<file path="src/rtl/adcSeqPkg.sv">
package adcSeqPkg;
  localparam logic [2:0] SRC_TMR0 = 3'b000;
  localparam logic [2:0] SRC_TMR1 = 3'b001;
  localparam logic [2:0] SRC_TMR2 = 3'b010;
  localparam logic [2:0] SRC_PIN  = 3'b100;
  localparam logic [2:0] SRC_PINN = 3'b101;
  localparam logic [2:0] SRC_CONT = 3'b110;
  localparam logic [2:0] SRC_SWST = 3'b111;

  typedef enum logic [2:0] {
    PH_IDLE, PH_PWR, PH_TRK, PH_USR, PH_CNV
  } phase_t;

  typedef enum logic [1:0] {
    LEN_PWR, LEN_ACQ, LEN_TRK, LEN_CNV
  } lenSel_t;

  typedef struct packed {
    logic    load;
    lenSel_t len;
  } ctrlStb_t;
endpackage

</file>
<file path="src/rtl/adcSeqSync.sv">
module adcSeqSync #(
  parameter int W      = 4,
  parameter int STAGES = 2
) (
  input  logic         clk,
  input  logic         rstN,
  input  logic [W-1:0] din,
  output logic [W-1:0] dout
);
  logic [W-1:0] stg [STAGES];

  genvar g;
  generate
    for (g = 0; g < STAGES; g++) begin : gStage
      if (g == 0) begin : gFirst
        always_ff @(posedge clk or negedge rstN)
          if (!rstN) stg[g] <= '0;
          else       stg[g] <= din;
      end else begin : gNext
        always_ff @(posedge clk or negedge rstN)
          if (!rstN) stg[g] <= '0;
          else       stg[g] <= stg[g-1];
      end
    end
  endgenerate

  assign dout = stg[STAGES-1];
endmodule

</file>
<file path="src/rtl/adcSeqPath.sv">
module adcSeqPath
  import adcSeqPkg::*;
#(
  parameter int NUM_TMR     = 3,
  parameter int SYNC_STAGES = 2,
  parameter int PWR_LEN     = 8,
  parameter int ACQ_LEN     = 3,
  parameter int TRK_LEN     = 11,
  parameter int CONV_LEN    = 13
) (
  input  logic               clk,
  input  logic               rstN,
  input  logic [NUM_TMR-1:0] tmrIn,
  input  logic               ctlIn,
  input  logic [2:0]         srcSel,
  input  logic               dualEdge,
  input  ctrlStb_t           stb,
  output logic               startEdge,
  output logic               endEdge,
  output logic               cntZero
);
  localparam int LINES   = NUM_TMR + 1;
  localparam int MAX_A   = (PWR_LEN > ACQ_LEN) ? PWR_LEN : ACQ_LEN;
  localparam int MAX_B   = (TRK_LEN > CONV_LEN) ? TRK_LEN : CONV_LEN;
  localparam int MAX_LEN = (MAX_A > MAX_B) ? MAX_A : MAX_B;
  localparam int CNT_W   = (MAX_LEN > 2) ? $clog2(MAX_LEN) : 1;

  logic [LINES-1:0] lineSync, linePrev, lineRise, lineFall;
  logic             selRise, selFall, isExt, isInv;
  logic [CNT_W-1:0] cnt, lenVal;

  adcSeqSync #(.W(LINES), .STAGES(SYNC_STAGES)) uSync (
    .clk(clk), .rstN(rstN), .din({ctlIn, tmrIn}), .dout(lineSync)
  );

  always_ff @(posedge clk or negedge rstN)
    if (!rstN) linePrev <= '0;
    else       linePrev <= lineSync;

  assign lineRise = lineSync & ~linePrev;
  assign lineFall = ~lineSync & linePrev;

  always_comb begin
    selRise = 1'b0;
    selFall = 1'b0;
    isExt   = 1'b0;
    isInv   = 1'b0;
    if (!srcSel[2] && (int'(srcSel[1:0]) < NUM_TMR)) begin
      isExt   = 1'b1;
      selRise = lineRise[srcSel[1:0]];
      selFall = lineFall[srcSel[1:0]];
    end else if (srcSel == SRC_PIN || srcSel == SRC_PINN) begin
      isExt   = 1'b1;
      isInv   = srcSel[0];
      selRise = lineRise[NUM_TMR];
      selFall = lineFall[NUM_TMR];
    end
  end

  assign startEdge = isExt & (dualEdge ? (isInv ? selFall : selRise)
                                       : (isInv ? selRise : selFall));
  assign endEdge   = isExt & (isInv ? selRise : selFall);

  always_comb begin
    unique case (stb.len)
      LEN_PWR: lenVal = CNT_W'(PWR_LEN - 1);
      LEN_ACQ: lenVal = CNT_W'(ACQ_LEN - 1);
      LEN_TRK: lenVal = CNT_W'(TRK_LEN - 1);
      default: lenVal = CNT_W'(CONV_LEN - 1);
    endcase
  end

  always_ff @(posedge clk or negedge rstN)
    if (!rstN)            cnt <= '0;
    else if (stb.load)    cnt <= lenVal;
    else if (cnt != '0)   cnt <= cnt - 1'b1;

  assign cntZero = (cnt == '0);

  // a closing edge and an opening edge of the same line never coincide
  assert_edge_excl_R2: assert property (@(posedge clk) disable iff (!rstN)
    dualEdge |-> !(startEdge && endEdge));
endmodule

</file>
<file path="src/rtl/adcSeqCtrl.sv">
module adcSeqCtrl
  import adcSeqPkg::*;
#(
  parameter int ACQ_LEN  = 3,
  parameter int TRK_LEN  = 11,
  parameter int CONV_LEN = 13
) (
  input  logic       clk,
  input  logic       rstN,
  input  logic [2:0] srcSel,
  input  logic       dualEdge,
  input  logic       autoShutdown,
  input  logic       startWr,
  input  logic       startEdge,
  input  logic       endEdge,
  input  logic       cntZero,
  output ctrlStb_t   stb,
  output phase_t     ph,
  output logic       doneR
);
  localparam int RUN_MAX = (TRK_LEN > CONV_LEN) ? TRK_LEN : CONV_LEN;
  localparam int RUN_W   = $clog2(RUN_MAX + 1) + 1;

  phase_t nxt;
  logic   doneNxt;

  always_comb begin
    nxt     = ph;
    stb     = '{load: 1'b0, len: LEN_CNV};
    doneNxt = 1'b0;
    unique case (ph)
      PH_IDLE: begin
        if (srcSel == SRC_CONT) begin
          stb.load = 1'b1;
          if (autoShutdown) begin nxt = PH_PWR; stb.len = LEN_PWR; end
          else              begin nxt = PH_TRK; stb.len = LEN_ACQ; end
        end else if ((srcSel == SRC_SWST && startWr) || (!dualEdge && startEdge)) begin
          stb.load = 1'b1;
          if (autoShutdown) begin nxt = PH_TRK; stb.len = LEN_TRK; end
          else              begin nxt = PH_CNV; stb.len = LEN_CNV; end
        end else if (dualEdge && startEdge) begin
          nxt = PH_USR;
        end
      end
      PH_PWR: if (cntZero) begin
        nxt = PH_TRK; stb.load = 1'b1; stb.len = LEN_ACQ;
      end
      PH_TRK: if (cntZero) begin
        nxt = PH_CNV; stb.load = 1'b1; stb.len = LEN_CNV;
      end
      PH_USR: if (endEdge) begin
        nxt = PH_CNV; stb.load = 1'b1; stb.len = LEN_CNV;
      end
      PH_CNV: if (cntZero) begin
        doneNxt = 1'b1;
        if (srcSel == SRC_CONT) begin
          nxt = PH_TRK; stb.load = 1'b1; stb.len = LEN_ACQ;
        end else begin
          nxt = PH_IDLE;
        end
      end
      default: nxt = PH_IDLE;
    endcase
  end

  always_ff @(posedge clk or negedge rstN)
    if (!rstN) begin
      ph    <= PH_IDLE;
      doneR <= 1'b0;
    end else begin
      ph    <= nxt;
      doneR <= doneNxt;
    end

  // Run-length shadows for the checks below
  logic [RUN_W-1:0] cnvRun, trkRun;
  always_ff @(posedge clk or negedge rstN)
    if (!rstN) begin
      cnvRun <= '0;
      trkRun <= '0;
    end else begin
      cnvRun <= (ph == PH_CNV) ? cnvRun + 1'b1 : '0;
      trkRun <= (ph == PH_TRK) ? trkRun + 1'b1 : '0;
    end

  assert_conv_len_R6: assert property (@(posedge clk) disable iff (!rstN)
    (ph == PH_CNV && nxt != PH_CNV) |-> cnvRun == RUN_W'(CONV_LEN - 1));

  assert_trk_len_R5: assert property (@(posedge clk) disable iff (!rstN)
    (ph == PH_TRK && nxt == PH_CNV) |->
      (trkRun == RUN_W'(ACQ_LEN - 1) || trkRun == RUN_W'(TRK_LEN - 1)));

  assert_done_pulse_R9: assert property (@(posedge clk) disable iff (!rstN)
    doneR |=> !doneR);

  assert_done_after_conv_R9: assert property (@(posedge clk) disable iff (!rstN)
    doneR |-> ($past(ph) == PH_CNV && ph != PH_CNV));
endmodule

</file>
<file path="src/rtl/adcTrigSeq.sv">
module adcTrigSeq
  import adcSeqPkg::*;
#(
  parameter int NUM_TMR     = 3,
  parameter int SYNC_STAGES = 2,
  parameter int PWR_LEN     = 8,
  parameter int ACQ_LEN     = 3,
  parameter int TRK_LEN     = 11,
  parameter int CONV_LEN    = 13
) (
  input  logic               clk,
  input  logic               rstN,
  input  logic [2:0]         srcSel,
  input  logic               dualEdge,
  input  logic               autoShutdown,
  input  logic [NUM_TMR-1:0] tmrIn,
  input  logic               ctlIn,
  input  logic               startWr,
  output logic               pwrEn,
  output logic               trackOn,
  output logic               convActive,
  output logic               busy,
  output logic               done
);
  ctrlStb_t stb;
  phase_t   ph;
  logic     startEdge, endEdge, cntZero;

  adcSeqPath #(
    .NUM_TMR(NUM_TMR), .SYNC_STAGES(SYNC_STAGES), .PWR_LEN(PWR_LEN),
    .ACQ_LEN(ACQ_LEN), .TRK_LEN(TRK_LEN), .CONV_LEN(CONV_LEN)
  ) uPath (
    .clk(clk), .rstN(rstN), .tmrIn(tmrIn), .ctlIn(ctlIn), .srcSel(srcSel),
    .dualEdge(dualEdge), .stb(stb), .startEdge(startEdge), .endEdge(endEdge),
    .cntZero(cntZero)
  );

  adcSeqCtrl #(
    .ACQ_LEN(ACQ_LEN), .TRK_LEN(TRK_LEN), .CONV_LEN(CONV_LEN)
  ) uCtrl (
    .clk(clk), .rstN(rstN), .srcSel(srcSel), .dualEdge(dualEdge),
    .autoShutdown(autoShutdown), .startWr(startWr), .startEdge(startEdge),
    .endEdge(endEdge), .cntZero(cntZero), .stb(stb), .ph(ph), .doneR(done)
  );

  assign busy       = (ph != PH_IDLE);
  assign trackOn    = (ph == PH_TRK) || (ph == PH_USR);
  assign convActive = (ph == PH_CNV);
  assign pwrEn      = autoShutdown ? busy : 1'b1;

  assert_busy_fall_done_R9: assert property (@(posedge clk) disable iff (!rstN)
    $fell(busy) |-> done);
endmodule

</file>
<file path="config.mk">
export PLATFORM = sky130hd
export DESIGN_NAME = adcTrigSeq
export DESIGN_NICKNAME = d
export VERILOG_FILES = /design/src/rtl/adcSeqPkg.sv /design/src/rtl/adcSeqSync.sv /design/src/rtl/adcSeqPath.sv /design/src/rtl/adcSeqCtrl.sv /design/src/rtl/adcTrigSeq.sv
export SDC_FILE = /design/constraint.sdc
export NUM_CORES = 1
export LEC_CHECK = 0
export ABC_AREA = 0
export BUFFER_PORTS_ARGS = -buffer_cell sky130_fd_sc_hd__buf_2
export CORE_MARGIN = 2
export CORE_UTILIZATION = 52
export CTS_BUF_LIST = sky130_fd_sc_hd__clkbuf_4 sky130_fd_sc_hd__clkbuf_8
export DETAILED_ROUTE_END_ITERATION = 12
export PLACE_DENSITY = 0.77
export RECOVER_POWER = 100
export SETUP_SLACK_MARGIN = 0.3
export SLEW_MARGIN = 20
export SYNTH_ARGS = -nofsm -noshare
export SYNTH_HDL_FRONTEND = slang
export SYNTH_SLANG_ARGS = --single-unit
export TNS_END_PERCENT = 50
</file>
<file path="constraint.sdc">
create_clock -name clk -period 2.2 [get_ports clk]
set_clock_uncertainty 0.1 [all_clocks]
set_input_delay 0.22 -clock clk [delete_from_list [all_inputs] [get_ports clk]]
set_output_delay 0.22 -clock clk [all_outputs]
set_load 0.01 [all_outputs]
</file>
* Yosys cells after proc, flatten, opt, wreduce, memory -nomap -nowiden
Cells that the tools add are included.
** Storage, ports and cells
- Output and inout bits :: 5
- Flip-flop bits (word level) :: 20
** Cells by class
- Reduce and logical (&&, ||, !) cells :: 16
- Bitwise logic cells :: 6
- Add/subtract/negate cells :: 1
- $lt $le $gt $ge :: 2
- Equality and inequality tests :: 15
- Muxes and demuxes :: 42
** Operators with widths (count)
- $mux W3 :: 15
- $pmux W3 S5 :: 2
- $mux W1 :: 18
- $eq A3 B3 Y1 const B :: 5
- $pmux W4 S3 :: 1
- $and A4 B4 Y4 :: 2
- $mux W4 :: 2
- $not A4 Y4 :: 2
- $eq A3 B2 Y1 const B :: 2
- $ne A2 B2 Y1 const B :: 3
- $reduce_and A5 Y1 :: 1
- $bmux W1 S2 :: 2
- $logic_and A1 B1 Y1 :: 4
- $logic_not A4 Y1 :: 1
- $mux W2 :: 2
- $ne A4 B1 Y1 const B :: 1
- $reduce_bool A4 Y1 :: 1
- $sub A4 B1 Y4 const B :: 1
- $eq A3 B1 Y1 const B :: 1
- $logic_not A3 Y1 :: 1
- $logic_or A1 B1 Y1 :: 3
- $lt A2 B3 Y1 const B :: 1
- $reduce_bool A3 Y1 :: 1
- $and A1 B1 Y1 :: 2
- 7 further kinds :: 8

* Logic depth before layout (Yosys ltp)
- Depth in word-level cells :: 16
- Depth in mapped cells :: 10

* Hierarchy
Synthesis repeated with hierarchy kept, for this count alone.
** Second synthesis, totals
- Cell total of the unflattened synthesis :: 133
- Area total of the unflattened synthesis :: 1228.7 sq um
** By module, submodules not included
- adcSeqPath :: cells each 67, seq. area each 200.2 sq um, area each 583.1 sq um, times used 1
- adcSeqCtrl :: cells each 50, seq. area each 100.1 sq um, area each 384.1 sq um, times used 1
- adcSeqSync :: cells each 12, seq. area each 200.2 sq um, area each 230.2 sq um, times used 1
- adcTrigSeq :: cells each 4, seq. area each 0.0 sq um, area each 31.3 sq um, times used 1

* Least setup slack after synthesis
No wires, ideal clock.
- Path kind :: input port to flip-flop
- Start point :: in srcSel[0]
- End point :: reg uCtrl.ph[0]
- Stages :: 7
- Arrival :: 2279 ps
- Required time :: 1975 ps
- Slack :: -303 ps
- Setup time :: 125 ps
- Path through :: buf_6 > or3b_1 > or3b_1 > o311a_2 > o32a_4 > a2111oi_4 > mux2_2
** Between the ends
- Longest elaborated chain between the ends :: 12
- Elaborated cells between the ends (all ways) :: 34
- Those cells by class :: order compare (1); eq/ne (6); mux (18); bitwise (2); reduce/logical (7)
** RTL lines
- from (decl) :: line adcTrigSeq.sv:13 : input logic [2:0] srcSel,
- $eq A3 B3 Y1 :: line adcSeqPath.sv:52 : end else if (srcSel == SRC_PIN || srcSel == SRC_PINN) begin
- $logic_or A1 B1 Y1 :: line adcSeqPath.sv:52
- $mux W1 :: line adcSeqPath.sv:52
- $mux W1 :: line adcSeqPath.sv:48 : if (!srcSel[2] && (int'(srcSel[1:0]) < NUM_TMR)) begin
- $mux W1, on equally long branches :: line adcSeqPath.sv:61, adcSeqPath.sv:62, adcSeqPath.sv:60
- $mux W1 :: line adcSeqPath.sv:60 : assign startEdge = isExt & (dualEdge ? (isInv ? selFall : selRise)
- $and A1 B1 Y1 :: line adcSeqPath.sv:60
- $logic_and A1 B1 Y1 :: line adcSeqCtrl.sv:37 : end else if ((srcSel == SRC_SWST && startWr) || (!dualEdge && startEdge)) begin
- $logic_or A1 B1 Y1 :: line adcSeqCtrl.sv:37
- $mux W3 :: line adcSeqCtrl.sv:37
- $mux W3 :: line adcSeqCtrl.sv:33 : if (srcSel == SRC_CONT) begin
- $pmux W3 S5 :: line adcSeqCtrl.sv:31 : unique case (ph)
- to (signal assigned) :: line adcSeqCtrl.sv:71 : ph <= nxt;
- to (decl) :: line adcSeqCtrl.sv:18 : output phase_t ph,
Parallel ways exist; a longest one is shown, timed or not. The select of a mux whose other input is x is not followed.
A chain may end at the register's enable or synchronous reset.

* Worst setup path in the final report
- Start point :: reg uPath.uSync.stg, in the netlist uPath.uSync.dout[2]
- End point :: reg uCtrl.ph[0]
** Between the ends
- Longest elaborated chain between the ends :: 13
- Elaborated cells between the ends (all ways) :: 23
- Those cells by class :: eq/ne (2); mux (12); bitwise (5); reduce/logical (4)
** RTL lines
- from (decl) :: line adcSeqSync.sv:10 : logic [W-1:0] stg [STAGES];
- from (signal, indexed assignment) :: line adcSeqSync.sv:22 : else stg[g] <= stg[g-1];
- $not A4 Y4 :: line adcSeqPath.sv:41 : assign lineFall = ~lineSync & linePrev;
- $and A4 B4 Y4 :: line adcSeqPath.sv:41
- $bmux W1 S2 :: line adcSeqPath.sv:51 : selFall = lineFall[srcSel[1:0]];
- $mux W1 (not written as such) :: line adcSeqPath.sv:51
- $mux W1 :: line adcSeqPath.sv:48
- $mux W1, on equally long branches :: line adcSeqPath.sv:61, adcSeqPath.sv:62, adcSeqPath.sv:60
- $mux W1 :: line adcSeqPath.sv:60
- $and A1 B1 Y1 :: line adcSeqPath.sv:60
- $logic_and A1 B1 Y1 :: line adcSeqCtrl.sv:37
- $logic_or A1 B1 Y1 :: line adcSeqCtrl.sv:37
- $mux W3 :: line adcSeqCtrl.sv:37
- $mux W3 :: line adcSeqCtrl.sv:33
- $pmux W3 S5 :: line adcSeqCtrl.sv:31
Parallel ways exist; a longest one is shown, timed or not. The select of a mux whose other input is x is not followed.

==> flow_summary.yaml <==
global_route:
  grt_start_max_net_pins: 21
  antenna_found_initial: 0
  grt_pass1_wl_um: 4071
  grt_pass1_vias: 1016
  grt-ovfl-total: 0
  grtUsageTotal: 0.2093
synthesis:
  syn_avg_cell_area_um2: 10.31
  synth_flop_cell: "dfrtp_1"
  ys_warn_count: 0
  netlist_instances: 112
  synth_top_area_frac: 0.4334
  syn_nets: 129
  synth.most_common_cell: "dfrtp_1"
  ys_types: 38
  yosysSeqAreaShare: 0.4334
  yosys.area.top_type: "dfrtp_1"
  synth_area_leaders: "dfrtp_1 (43%), ha_1 (5.4%), a2111oi_4 (4.8%)"
  synth-edff-count: 0
  synthTopCellsByCount: "dfrtp_1 (20), nor2_1 (10), inv_1 (9), nand2_1 (9)"
  async_flop_share: 1.000
  synth-seq-cells: 20
  syn_area_um2: 1155
worst_setup_path:
  crit_chain: "or3b_1 -> o311a_4 -> o32a_4 -> a2111oi_4 -> mux2_4"
  worst-path-buf-inv: 0
  start_kind: "flip-flop"
  crit_required_ns: 2.29
  cp_slowest_cell: "a2111oi_4"
  critical-path-top-delay-family: "compound AO/OA/AOI/OAI gates"
  startpoint: "uPath.uSync.dout[2]"
  crit_type: "flip-flop to flip-flop"
  arrival_ns: 2.36
  slowest_delay_ns: 0.45
  cp_max_fo: 4
  timing.rr.start: "uPath.uSync.dout[2]"
  crit_path_end_kind: "flip-flop"
detailed_routing:
  dr.pass1.iters: 5
  drcViolationCount: 0
  totalWireLength_um: 2593
  via_per_inst: 5.557
  vias: 1017
  ant_nets: 0
  drtIter0Drc: 18
  routedWlPerCell_um: 14.17
cts:
  root_buffer: "clkbuf_4"
  cts_max_path_buffers: 2
  cts_tree: "yes"
  htreeDepth: 1
  cts_made_buffers: 3
  clock-sinks: 20
  clkLatencyLatePin_ns: 0.29
  clkTransAtPathRegs_ns: 0.11
timing:
  min_period_ns: 2.270
  fin_hold_ws_ns: 0.2576
  tightest_slew_ns: 0.9827
  final_max_slew_viol_count: 0
  finalSetupViolCount: 3
  period_share: 1.032
  finalHoldViolations: 0
  worst_slack_ns: -0.07049
  slew_headroom: 0.3449
  grt_setup_unrepaired: "true"
  timing.fmax_mhz: 440.4
die:
  dieArea_um2: 2614
  die_width_um: 51.13
  ios: 17
  die_h_um: 51.13
  core_um2: 2148
  initial_utilization: 0.5376
  fp-row-count: 17
placed_design:
  placed_cells: 168
  dp_hpwl_um: 1936
  gp_congestion: 0.8361
  port_buffers: 16
layout:
  diodes: 0
  final-instance-count-excl-fill: 183
  nNetsFinal: 173
  drive_above_1_share: 0.3226
  area_growth_pct: 32.50
hold_path:
  hold_path_class: "flip-flop to flip-flop"
  min-delay-start: "uPath.uSync.stg[6]"
power_and_ir_drop:
  power_leakage_nw: 0.7161
  p_per_area_nw_per_um2: 1081
  ir_worst_vdd_uv: 870.9
outcome:
  violations: "setup timing"
  status: "finished with violations"
flow_run:
  maxCapViolCount: 0
## metrics by stage
step / worst slack [ns] / power [mW] / util / TNS, ns / area [um2]
6_report: -0.07049 / 1.655 / 0.7123 / -0.1480 / 1530
5_1_grt: -0.1345 / 1.752 / 0.7123 / -0.6768 / 1530
4_1_cts: -0.04857 / 1.625 / 0.7082 / -0.09368 / 1521
3_5_place_dp: -0.3727 / 1.256 / 0.6331 / -2.219 / 1360
3_3_place_gp: -0.3347 / 1.208 / 0.6331 / -1.655 / 1360
2_1_floorplan: -0.3033 / 1.019 / - / -0.9572 / 1155
## cell usage in the layout, fill, tap and decap left out, types with 2 or more instances in the layout
cell / count
dfrtp_1: 20
nand2b_1: 2
inv_1: 8
mux2i_1: 4
buf_2: 11
nand2_1: 9
clkbuf_4: 3
nor3_1: 4
a2111oi_4: 2
clkbuf_1: 7
ha_1: 5
nor2_1: 10
o21ai_0: 4
and3_2: 2
buf_4: 18
o32ai_1: 2
mux2_4: 2
a21oi_1: 5
nor2b_1: 3
o21ai_1: 2
dlygate4sd3_1: 5
or3b_1: 2
## repair_timing
action | CTS | global route
endpoints found under the hold margin | 24 | 0
pin swaps | 2 | 4
resized for setup | 8 | 4
setup buffers | 5 | 1
endpoints found under the setup margin | 7 | 7
hold buffers | 5 | 0
## state kept, by name, summed over array words and instances, names as in the netlist
register / count
uPath.cnt: 4
uPath.linePrev: 4
uPath.uSync.dout: 4
uPath.uSync.stg: 4
uCtrl.ph: 3
uCtrl.doneR: 1
## report_power, final
group          internal, mW  switching [mW]
Clock                 0.184           0.107
Combinational         0.426           0.394
Sequential            0.446          0.0970
Total                  1.06           0.598
## path summary, 6_finish.rpt
check                                           end  slack [ns]  depth (start not counted)
worst max-delay path                    uCtrl.ph[0]       -0.07                          5
worst min-delay path            uPath.uSync.dout[2]        0.26                          0
worst max register to register          uCtrl.ph[0]       -0.07                          5
worst min register to register  uPath.uSync.dout[2]        0.26                          0
max in group asynchronous               uCtrl.ph[0]        0.92                          2
min in group asynchronous        uPath.uSync.stg[6]        0.49                          2
## kinds of logic (layout without fill, tap and decap cells)
kind of cell	after synthesis	after routing	share of synthesized area
buffers and inverters	11	54	0.04225
XOR/XNOR	1	1	0.007585
AO/OA/AOI/OAI	28	28	0.2167
multiplexers	7	7	0.06392
AND/OR/NAND/NOR	40	40	0.1820
adder cells (fa/ha/maj)	5	5	0.05417
flip-flops	20	20	0.4334
## cell type report
type	count	area, um2
multi-input combinational	81	641.9
fill	159	618.1
sequential	20	500.5
timing repair buffer	41	266.5
tap	28	35.03
inverter	9	33.78
clock inverter	1	30.03
clock buffer	3	22.52
## routing by layer
metal,routed length [um],global-route usage,up-vias
met3,96,0.02047,8
li1,-,-,495
met4,62,0.1126,0
met2,1339,0.3918,32
met5,0,0,-
met1,1095,0.2294,482
Note: power is estimated with default switching activity, not from simulation.
